### config.mk
export PLATFORM = sky130hd
export DESIGN_NAME = qc_edge_addr_gen
export DESIGN_NICKNAME = d
export VERILOG_FILES = /design/src/rtl/qc_addr_pkg.sv /design/src/rtl/qc_exp_table.sv /design/src/rtl/qc_row_offsets.sv /design/src/rtl/qc_seq_ctrl.sv /design/src/rtl/qc_edge_addr_gen.sv
export SDC_FILE = /design/constraint.sdc
export NUM_CORES = 1
export LEC_CHECK = 0
export BUFFER_PORTS_ARGS = -buffer_cell sky130_fd_sc_hd__buf_2
export CAP_MARGIN = 20
export CORE_MARGIN = 3
export CORE_UTILIZATION = 49
export CTS_CLUSTER_DIAMETER = 120
export CTS_CLUSTER_SIZE = 24
export DETAILED_ROUTE_END_ITERATION = 8
export PLACE_DENSITY_LB_ADDON = 0.25
export SLEW_MARGIN = 10
export SYNTH_ARGS = -nofsm -noshare
export SYNTH_HDL_FRONTEND = slang
export SYNTH_SLANG_ARGS = --single-unit
### constraint.sdc
create_clock -name clk -period 3.64 [get_ports clk]
set_input_delay 0.364 -clock clk [delete_from_list [all_inputs] [get_ports clk]]
set_output_delay 0.364 -clock clk [all_outputs]
set_load 0.01 [all_outputs]
### src/rtl/qc_addr_pkg.sv
package qc_addr_pkg;

  // one compare-and-subtract: valid for inputs below 2*p
  function automatic int unsigned fold_once(input int unsigned v, input int unsigned p);
    return (v >= p) ? v - p : v;
  endfunction

  // step a residue by one modulo p
  function automatic int unsigned step_wrap(input int unsigned v, input int unsigned p);
    return (v + 1 >= p) ? 0 : v + 1;
  endfunction

  // flat edge location: block row major, then block column, then check row
  function automatic int unsigned edge_loc(input int unsigned row, input int unsigned col,
                                           input int unsigned ofs, input int unsigned p,
                                           input int unsigned ncols);
    return row * p * ncols + col * p + ofs;
  endfunction

endpackage

### src/rtl/qc_exp_table.sv
module qc_exp_table #(
  parameter int unsigned P   = 7,
  parameter int unsigned NBR = 3,
  parameter int unsigned NBC = 5,
  localparam int unsigned PW = $clog2(P),
  localparam int unsigned RW = (NBR > 1) ? $clog2(NBR) : 1,
  localparam int unsigned CW = (NBC > 1) ? $clog2(NBC) : 1
) (
  input  logic                clk,
  input  logic                rst_n,
  input  logic                wr_en,
  input  logic [RW-1:0]       wr_row,
  input  logic [CW-1:0]       wr_col,
  input  logic [PW-1:0]       wr_val,
  input  logic [CW-1:0]       rd_col,
  output logic [NBR*PW-1:0]   rd_exps
);
  localparam logic [RW:0] NBR_X = (RW+1)'(NBR);
  localparam logic [CW:0] NBC_X = (CW+1)'(NBC);

  logic [NBR-1:0][NBC-1:0][PW-1:0] tbl_q;
  logic                            wr_hit;
  logic [PW-1:0]                   wr_folded;

  assign wr_hit    = wr_en && ({1'b0, wr_row} < NBR_X) && ({1'b0, wr_col} < NBC_X);
  assign wr_folded = PW'(qc_addr_pkg::fold_once(32'(wr_val), P));

  always_ff @(posedge clk) begin
    if (!rst_n) begin
      tbl_q <= '0;
    end else if (wr_hit) begin
      tbl_q[wr_row][wr_col] <= wr_folded;
    end
  end

  for (genvar r = 0; r < NBR; r++) begin : g_rd
    assign rd_exps[r*PW +: PW] = tbl_q[r][rd_col];
    for (genvar c = 0; c < NBC; c++) begin : g_chk
      // every stored exponent is already reduced below P
      assert_exp_reduced_R7: assert property (@(posedge clk) disable iff (!rst_n)
        32'(tbl_q[r][c]) < P);
    end
  end

endmodule

### src/rtl/qc_row_offsets.sv
module qc_row_offsets #(
  parameter int unsigned P   = 7,
  parameter int unsigned NBR = 3,
  localparam int unsigned PW = $clog2(P),
  localparam int unsigned RW = (NBR > 1) ? $clog2(NBR) : 1
) (
  input  logic              clk,
  input  logic              rst_n,
  input  logic              seed,
  input  logic              step,
  input  logic [NBR*PW-1:0] seed_exps,
  input  logic [RW-1:0]     sel_row,
  output logic [PW-1:0]     ofs
);
  logic [NBR-1:0][PW-1:0] ofs_q;

  always_ff @(posedge clk) begin
    if (!rst_n) begin
      ofs_q <= '0;
    end else begin
      for (int r = 0; r < NBR; r++) begin
        if (seed) begin
          ofs_q[r] <= seed_exps[r*PW +: PW];
        end else if (step) begin
          ofs_q[r] <= PW'(qc_addr_pkg::step_wrap(32'(ofs_q[r]), P));
        end
      end
    end
  end

  assign ofs = ofs_q[sel_row];

  for (genvar r = 0; r < NBR; r++) begin : g_chk
    // running residue of each block row never reaches P
    assert_ofs_below_p_R2: assert property (@(posedge clk) disable iff (!rst_n)
      32'(ofs_q[r]) < P);
  end

endmodule

### src/rtl/qc_seq_ctrl.sv
module qc_seq_ctrl #(
  parameter int unsigned P   = 7,
  parameter int unsigned NBR = 3,
  parameter int unsigned NBC = 5,
  localparam int unsigned PW = $clog2(P),
  localparam int unsigned RW = (NBR > 1) ? $clog2(NBR) : 1,
  localparam int unsigned CW = (NBC > 1) ? $clog2(NBC) : 1
) (
  input  logic          clk,
  input  logic          rst_n,
  input  logic          start,
  input  logic [CW-1:0] bpe_id,
  output logic          busy,
  output logic [PW-1:0] node,
  output logic [RW-1:0] row,
  output logic [CW-1:0] col,
  output logic          take,
  output logic          node_done,
  output logic          last
);
  localparam logic [CW:0]   NBC_X    = (CW+1)'(NBC);
  localparam logic [RW-1:0] ROW_LAST = RW'(NBR - 1);
  localparam logic [PW-1:0] NODE_LAST = PW'(P - 1);

  logic busy_q;
  logic [PW-1:0] node_q;
  logic [RW-1:0] row_q;
  logic [CW-1:0] col_q;

  assign take      = start && !busy_q && ({1'b0, bpe_id} < NBC_X);
  assign node_done = busy_q && (row_q == ROW_LAST);
  assign last      = node_done && (node_q == NODE_LAST);

  always_ff @(posedge clk) begin
    if (!rst_n) begin
      busy_q <= 1'b0;
      node_q <= '0;
      row_q  <= '0;
      col_q  <= '0;
    end else if (take) begin
      busy_q <= 1'b1;
      node_q <= '0;
      row_q  <= '0;
      col_q  <= bpe_id;
    end else if (busy_q) begin
      if (last) begin
        busy_q <= 1'b0;
        row_q  <= '0;
      end else if (node_done) begin
        row_q  <= '0;
        node_q <= node_q + 1'b1;
      end else begin
        row_q  <= row_q + 1'b1;
      end
    end
  end

  assign busy = busy_q;
  assign node = node_q;
  assign row  = row_q;
  assign col  = col_q;

  // a start during a run leaves the block column of the run alone
  assert_col_held_R5: assert property (@(posedge clk) disable iff (!rst_n)
    (busy_q && !last) |=> (col_q == $past(col_q)));

endmodule

### src/rtl/qc_edge_addr_gen.sv
module qc_edge_addr_gen #(
  parameter int unsigned P   = 7,
  parameter int unsigned NBR = 3,
  parameter int unsigned NBC = 5,
  localparam int unsigned PW = $clog2(P),
  localparam int unsigned RW = (NBR > 1) ? $clog2(NBR) : 1,
  localparam int unsigned CW = (NBC > 1) ? $clog2(NBC) : 1,
  localparam int unsigned NEDGE = P * NBR * NBC,
  localparam int unsigned AW = $clog2(NEDGE)
) (
  input  logic          clk,
  input  logic          rst_n,
  input  logic          cfg_we,
  input  logic [RW-1:0] cfg_row,
  input  logic [CW-1:0] cfg_col,
  input  logic [PW-1:0] cfg_exp,
  input  logic          start,
  input  logic [CW-1:0] bpe_id,
  output logic          busy,
  output logic          edge_valid,
  output logic [AW-1:0] edge_addr,
  output logic [PW-1:0] edge_node,
  output logic [RW-1:0] edge_cpe,
  output logic          edge_last
);
  localparam logic [CW:0] NBC_X = (CW+1)'(NBC);

  logic [NBR*PW-1:0] col_exps;
  logic [PW-1:0]     cur_ofs;
  logic [PW-1:0]     node;
  logic [RW-1:0]     row;
  logic [CW-1:0]     col;
  logic              take;
  logic              node_done;
  logic              last;
  logic              run;

  qc_seq_ctrl #(.P(P), .NBR(NBR), .NBC(NBC)) u_ctrl (
    .clk(clk), .rst_n(rst_n), .start(start), .bpe_id(bpe_id),
    .busy(run), .node(node), .row(row), .col(col),
    .take(take), .node_done(node_done), .last(last)
  );

  qc_exp_table #(.P(P), .NBR(NBR), .NBC(NBC)) u_tbl (
    .clk(clk), .rst_n(rst_n), .wr_en(cfg_we), .wr_row(cfg_row),
    .wr_col(cfg_col), .wr_val(cfg_exp), .rd_col(bpe_id), .rd_exps(col_exps)
  );

  qc_row_offsets #(.P(P), .NBR(NBR)) u_ofs (
    .clk(clk), .rst_n(rst_n), .seed(take), .step(node_done && !last),
    .seed_exps(col_exps), .sel_row(row), .ofs(cur_ofs)
  );

  assign busy       = run;
  assign edge_valid = run;
  assign edge_node  = node;
  assign edge_cpe   = row;
  assign edge_last  = last;
  assign edge_addr  = AW'(qc_addr_pkg::edge_loc(32'(row), 32'(col), 32'(cur_ofs), P, NBC));

  // events seen at the ports, restated for the checks below
  logic start_seen;
  assign start_seen = start && !busy && ({1'b0, bpe_id} < NBC_X);

  // final flag only with a valid address
  assert_last_has_valid_R4: assert property (@(posedge clk) disable iff (!rst_n)
    edge_last |-> edge_valid);
  // the walk ends after the final edge
  assert_valid_drops_R4: assert property (@(posedge clk) disable iff (!rst_n)
    (edge_last && !start) |=> !edge_valid);
  // the address stays inside the edge memory
  assert_addr_bound_R2: assert property (@(posedge clk) disable iff (!rst_n)
    edge_valid |-> (32'(edge_addr) < NEDGE));
  // an accepted start opens with node 0, block row 0
  assert_first_edge_R3: assert property (@(posedge clk) disable iff (!rst_n)
    start_seen |=> (edge_valid && edge_node == '0 && edge_cpe == '0));
  // rows advance within a node
  assert_row_step_R3: assert property (@(posedge clk) disable iff (!rst_n)
    (edge_valid && 32'(edge_cpe) != NBR - 1) |=>
      (edge_valid && edge_node == $past(edge_node) && edge_cpe == $past(edge_cpe) + 1'b1));
  // nodes advance after the last block row
  assert_node_step_R3: assert property (@(posedge clk) disable iff (!rst_n)
    (edge_valid && !edge_last && 32'(edge_cpe) == NBR - 1) |=>
      (edge_valid && edge_cpe == '0 && edge_node == $past(edge_node) + 1'b1));

endmodule

==> flow_metrics.tcl, run 1 <==
set metrics [dict create \
    placementRows 30 \
    setup_slack_ns -0.210 \
    synth_area_per_cell_um2 9.44 \
    dieArea_mm2 0.00857 \
    grt_pass1_wl_um 12700 \
    cts_buffers 9 \
    core_area_mm2 0.00702 \
    syn_area_mm2 0.00367 \
    rsz0062_at_grt "true" \
    ys_seq_area_share_pct 34.3 \
    synthToLayoutAreaGrowth_pct 13.4 \
    htree_num_levels 3 \
    cp_num_buf_inv 1 \
    hold_slack_ns 0.321 \
    fmax_mhz 260 \
    yosysTopAreaCellShare_pct 34.3 \
    antenna_found_initial 0 \
    cts.sinks 63 \
    clockRootBuffer "clkbuf_8" \
    yosys.area.top_type "dfxtp_1" \
    initial_core_util_pct 52.3 \
    min_path_type "primary input to flop" \
    crit_chain "fa_1 -> fa_1 -> ha_4 -> fa_2 -> ha_4 -> a211oi_2 -> o21bai_1 -> a21oi_1 -> xnor2_1 -> buf_2" \
    synth_warnings 0 \
    grt_max_degree 56 \
    finalMaxSlewViolations 0 \
    placed_cells 498 \
    vias 2747 \
    cp-end-kind "primary output" \
    worst_setup_path_start_kind "flop" \
    path_clk_slew_ns 0.06 \
    seqPwrFrac_pct 44.2 \
    path_max_fanout 2 \
    maxCapViolCount 0 \
    routed_wl_um 7490 \
    r2r_slack_ns 1.50 \
    wire_per_inst_um 14.5 \
    synth_edf_count 0 \
    drive_gt1_share_pct 19.3 \
    cts_tree "done" \
    hold_viol 0 \
    first_iter_violations 135 \
    post_layout_nonfiller_instances 516 \
    ant_nets 0 \
    slowest_delay_ns 0.59 \
    setup_viol 5 \
    p_clk_share_pct 38.8 \
    utilization_pct 59.3 \
    crit_slowest_cell "fa_2" \
    synthesis.nets 442 \
    total_leakage_power_nw 1.91 \
    setup_tns_ns -0.607 \
    power.density_mw_per_mm2 390 \
    fin_skew_ns 0.00591 \
    async_flop_share_pct 0 \
    synthTopCellsByArea "dfxtp_1 (34%), mux2i_1 (11%), ha_1 (10%)" \
    fillers 646 \
    gr-usage-all-layers_pct 18.8 \
    outcome "finished, violations left" \
    relSlewSlack_pct 35.1 \
    dr.pass1.iters 4 \
    ys_seq_elements 63 \
    clk_latency_ns 0.34 \
    p_int_mw 1.19 \
    viasPerCell 5.32 \
    fin_nets 468 \
    combPwrFrac_pct 16.9 \
    period_share_pct 106 \
    power.total_mw 1.63 \
    grt_pass1_vias 2644 \
    peakVddDrop_v 0.000329 \
    cts_hold_buf 0 \
    fin_crit_ns 3.85 \
    critPathTopFamily "adder cells" \
    power_switching_mw 0.431 \
    insertedDiodeCount 0 \
    violations "setup timing" \
    pin_count 30 \
    port_buffers 29 \
    worst_slew_pin_slew_ns 0.970 \
    gp_congestion 0.768 \
    critPathKind "flop to primary output" \
    synth_commonest_cells "nor2_1 (66), dfxtp_1 (63), mux2i_1 (42), ha_1 (30), nand2_1 (25)" \
    cp.required_ns 3.28 \
    fp.dieH_um 92.6 \
    synth.distinct_cells 42 \
    switching_share_pct 26.5 \
    dp_hpwl_um 5170 \
    grt_overflow 0 \
    die_w_um 92.6 \
    clk_path_buf_depth 2 \
    drcViolationCount 0 \
    crit_arrival_ns 3.49 \
    yosysMostFrequentCell "nor2_1" \
    syn_inst 389 \
    ys.flop_type "dfxtp_1" \
]
==> cell usage in the layout (no fill, tap or decap), drive strengths merged, types with 8 or more instances in the layout <==
cell type  count
nor2          66
dfxtp         63
mux2i         42
buf           37
ha            30
nand2         25
inv           19
a21oi         18
clkbuf        13
nor3          11
mux4           9
xnor2          8
a211oi         8
fa             8
o21ai          8
==> worst paths after layout <==
check,start,endpoint,depth (start not counted)
max,u_ctrl.col[0],edge_addr[6],10
max reg2reg,u_ctrl.row[1],u_ofs.ofs_q[4],6
min,rst_n,u_ofs.ofs_q[7],3
min reg2reg,u_tbl.tbl_q[41],u_tbl.tbl_q[41],2
==> power by group through the flow <==
stage / Clock, mW / Sequential, mW / Combinational [mW]
final: 0.632 / 0.719 / 0.275
after global routing: 0.683 / 0.721 / 0.307
after CTS: 0.644 / 0.719 / 0.260
after global placement: 0 / 0.733 / 0.241
after detailed placement: 0 / 0.734 / 0.245
after floorplan: 0 / 0.732 / 0.175
==> layer usage <==
metal | vias to the layer above | part of all wire [%] | global-route usage [%]
met2 | 41 | 47 | 29.4
met4 | 0 | 0.97 | 4.46
met5 | - | 0 | 0
met1 | 1296 | 48 | 25.6
li1 | 1403 | - | -
met3 | 7 | 3.9 | 5.61
==> cells by family after synthesis <==
kind of cell               after synthesis  share of synthesized area (%)
adders and majority gates               38                           14.6
buffers and inverters                   41                           4.90
and+or+nand+nor                        131                           16.4
AOI/OAI and AO/OA                       53                           9.47
xor gates and xnor gates                 8                           1.91
muxes                                   55                           18.4
DFF                                     63                           34.3
==> cell type report <==
cell class / count / area (um2) / share of cell area, %
Clock buffer: 13 / 169 / 4.06
Sequential cell: 63 / 1260 / 30.4
Tap cell: 96 / 120 / 2.88
Clock inverter: 3 / 40.0 / 0.961
Multi-Input combinational cell: 285 / 2280 / 54.9
Inverter: 19 / 71.3 / 1.71
Timing Repair Buffer: 37 / 215 / 5.17
==> worst min-delay path, delay by kind of cell <==
| kind | cells | cell delay, ns |
|---|---|---|
| compound gates | 2 | 0.13 |
| buf+inv | 1 | 0.13 |
==> state kept, by name, indices dropped and copies added, names as in the netlist <==
register     flops
u_ofs.ofs_q      9
u_ctrl.busy      1
u_ctrl.row       2
u_ctrl.node      3
u_ctrl.col       3
u_tbl.tbl_q     45
==> metrics by stage <==
step	cell area, um2	worst slack [ns]
finish	4170	-0.210
global route	4170	-0.350
CTS	4130	-0.213
detailed placement	3870	-0.0231
global placement	3870	0.0457
floorplan	3670	0.0472
==> timing repair <==
item                       4_1_cts  5_1_grt
setup buffers                    1        1
setup endpoints to repair        5        5
gates resized for setup          9        9
pin swaps                        4        0
Power figures use the tool's default switching activity.
==> run 2: changes to the inputs <==
--- a/config.mk
+++ b/config.mk
@@ -9,6 +9,7 @@
 export CAP_MARGIN = 20
 export CORE_MARGIN = 3
 export CORE_UTILIZATION = 49
+export CTS_BUF_LIST = sky130_fd_sc_hd__clkbuf_4
 export CTS_CLUSTER_DIAMETER = 120
 export CTS_CLUSTER_SIZE = 24
 export DETAILED_ROUTE_END_ITERATION = 8
==> flow_metrics.tcl, run 2 (synthesis gave the netlist of run 1 again) <==
set metrics [dict create \
    insertedDiodeCount 0 \
    placementRows 30 \
    setup_viol 5 \
    clockRootBuffer "clkbuf_4" \
    drcViolationCount 0 \
    mostFrequentLayoutCells "nor2_1 (66), dfxtp_1 (60), mux2i_1 (42)" \
    slowest_delay_ns 0.59 \
    dp_slack_ns -0.0231 \
    r2r_slack_ns 1.49 \
    crit_slowest_cell "fa_2" \
    cp-end-kind "primary output" \
    wire_per_inst_um 14.4 \
    worst_slew_pin_slew_ns 0.988 \
    dr.pass1.iters 5 \
    htree_num_levels 3 \
    maxCapViolCount 0 \
    pin_count 30 \
    antenna_found_initial 0 \
    final_common_cell "nor2_1" \
    total_leakage_power_nw 1.87 \
    crit_chain "fa_1 -> fa_1 -> ha_4 -> fa_2 -> ha_4 -> a211oi_2 -> o21bai_1 -> a21oi_1 -> xnor2_1 -> buf_2" \
    clk_path_buf_depth 2 \
    clk_latency_ns 0.41 \
    dieArea_mm2 0.00857 \
    cp_num_buf_inv 1 \
    grt_pass1_wl_um 12500 \
    vias 2741 \
    fmax_mhz 255 \
    critPathTopFamily "adder cells" \
    hold_path.startpoint "rst_n" \
    placed_cells 498 \
    gp_congestion 0.768 \
    fin_nets 468 \
    path_max_fanout 2 \
    ff2ff_path_depth 6 \
    crit_arrival_ns 3.55 \
    fin_crit_ns 3.92 \
    r2r-end "u_ofs.ofs_q[4]" \
    worst_setup_path_start_kind "flop" \
    finalMaxSlewViolations 0 \
    regMostFlops "u_tbl.tbl_q" \
    grt_pass1_vias 2630 \
    dp_hpwl_um 5170 \
    top_regs "u_tbl.tbl_q (45), u_ofs.ofs_q (9)" \
    period_share_pct 108 \
    power.density_mw_per_mm2 354 \
    fin_area_mm2 0.00408 \
    gr-usage-all-layers_pct 18.4 \
    hold_path_end "u_ofs.ofs_q[7]" \
    ant_nets 0 \
    die_w_um 92.6 \
    cts_buffers 9 \
    path_clk_slew_ns 0.10 \
    port_buffers 29 \
    largest_reg_flops 45 \
    viasPerCell 5.31 \
    utilization_pct 58.2 \
    fin_skew_ns 0.0101 \
    min_path_type "primary input to flop" \
    crit-reg2reg-launch "u_ctrl.row[1]" \
    fp.dieH_um 92.6 \
    setup_slack_ns -0.276 \
    first_iter_violations 128 \
    routed_wl_um 7430 \
    grt_overflow 0 \
    core_area_mm2 0.00702 \
    min_path_cells 3 \
    place_area_mm2 0.00387 \
    outcome "finished, violations left" \
    cp.required_ns 3.28 \
    initial_core_util_pct 52.3 \
    peakVddDrop_v 0.000256 \
    power.total_mw 1.44 \
    critPathKind "flop to primary output" \
    cts.sinks 63 \
    cts_tree "done" \
    relSlewSlack_pct 33.9 \
    violations "setup timing" \
    rsz0062_at_grt "true" \
    drive_gt1_share_pct 18.8 \
    hold_viol 0 \
    synthToLayoutAreaGrowth_pct 11.1 \
    post_layout_nonfiller_instances 516 \
    grt_max_degree 56 \
]
## run 2: worst min-delay path, stage by stage
cell	delay, ns
buf_2	0.13
o21ai_0	0.08
a211oi_1	0.05
## run 2: stage by stage
step,hold slack (ns),setup TNS (ns)
6_report,0.249,-0.951
3_3_place_gp,0.467,0
5_1_grt,0.236,-1.59
3_5_place_dp,0.479,-0.0231
2_1_floorplan,0.452,0
4_1_cts,0.227,-0.953
## run 2: timing repair
action,in CTS,in global routing
setup buffers,1,1
pin swaps,4,0
gates resized for setup,9,9
setup endpoints to repair,5,5
hold buffers,0,0
## run 2: layer usage
metal / GRT usage [%] / up-vias / share of wire (%)
met2: 28.3 / 35 / 46
met5: 0 / - / 0
met1: 25.6 / 1285 / 49
met3: 3.90 / 12 / 3.8
met4: 5.94 / 0 / 0.90
li1: - / 1409 / -
## run 2: worst max-delay path by stage
stage	from	end	slack (ns)	depth (start not counted)
after floorplan	u_ctrl.row[0]	edge_addr[5]	0.05	12
after global placement	u_ctrl.col[0]	edge_addr[6]	0.05	10
after detailed placement	u_ctrl.col[1]	edge_addr[6]	-0.02	10
after CTS	u_ctrl.col[0]	edge_addr[6]	-0.30	10
after global routing	u_ctrl.col[0]	edge_addr[6]	-0.43	10
final	u_ctrl.col[0]	edge_addr[6]	-0.28	10
## run 2: area by class of cell
cell class,count,area (um2)
fillers,647,2940
multi-input cells,285,2280
flip-flops and latches,63,1260
repair buffers,37,215
well taps,96,120
clock buffers,10,75.1
inverters,19,71.3
clock inverters,6,51.3
## run 2: report_power, final
part | switching, mW | internal, mW | total [mW] | leakage (nW)
clock | 0.241 | 0.208 | 0.449 | 0.0727
sequential | 0.0144 | 0.704 | 0.719 | 0.511
combinational | 0.156 | 0.120 | 0.276 | 1.29
total | 0.411 | 1.03 | 1.44 | 1.87
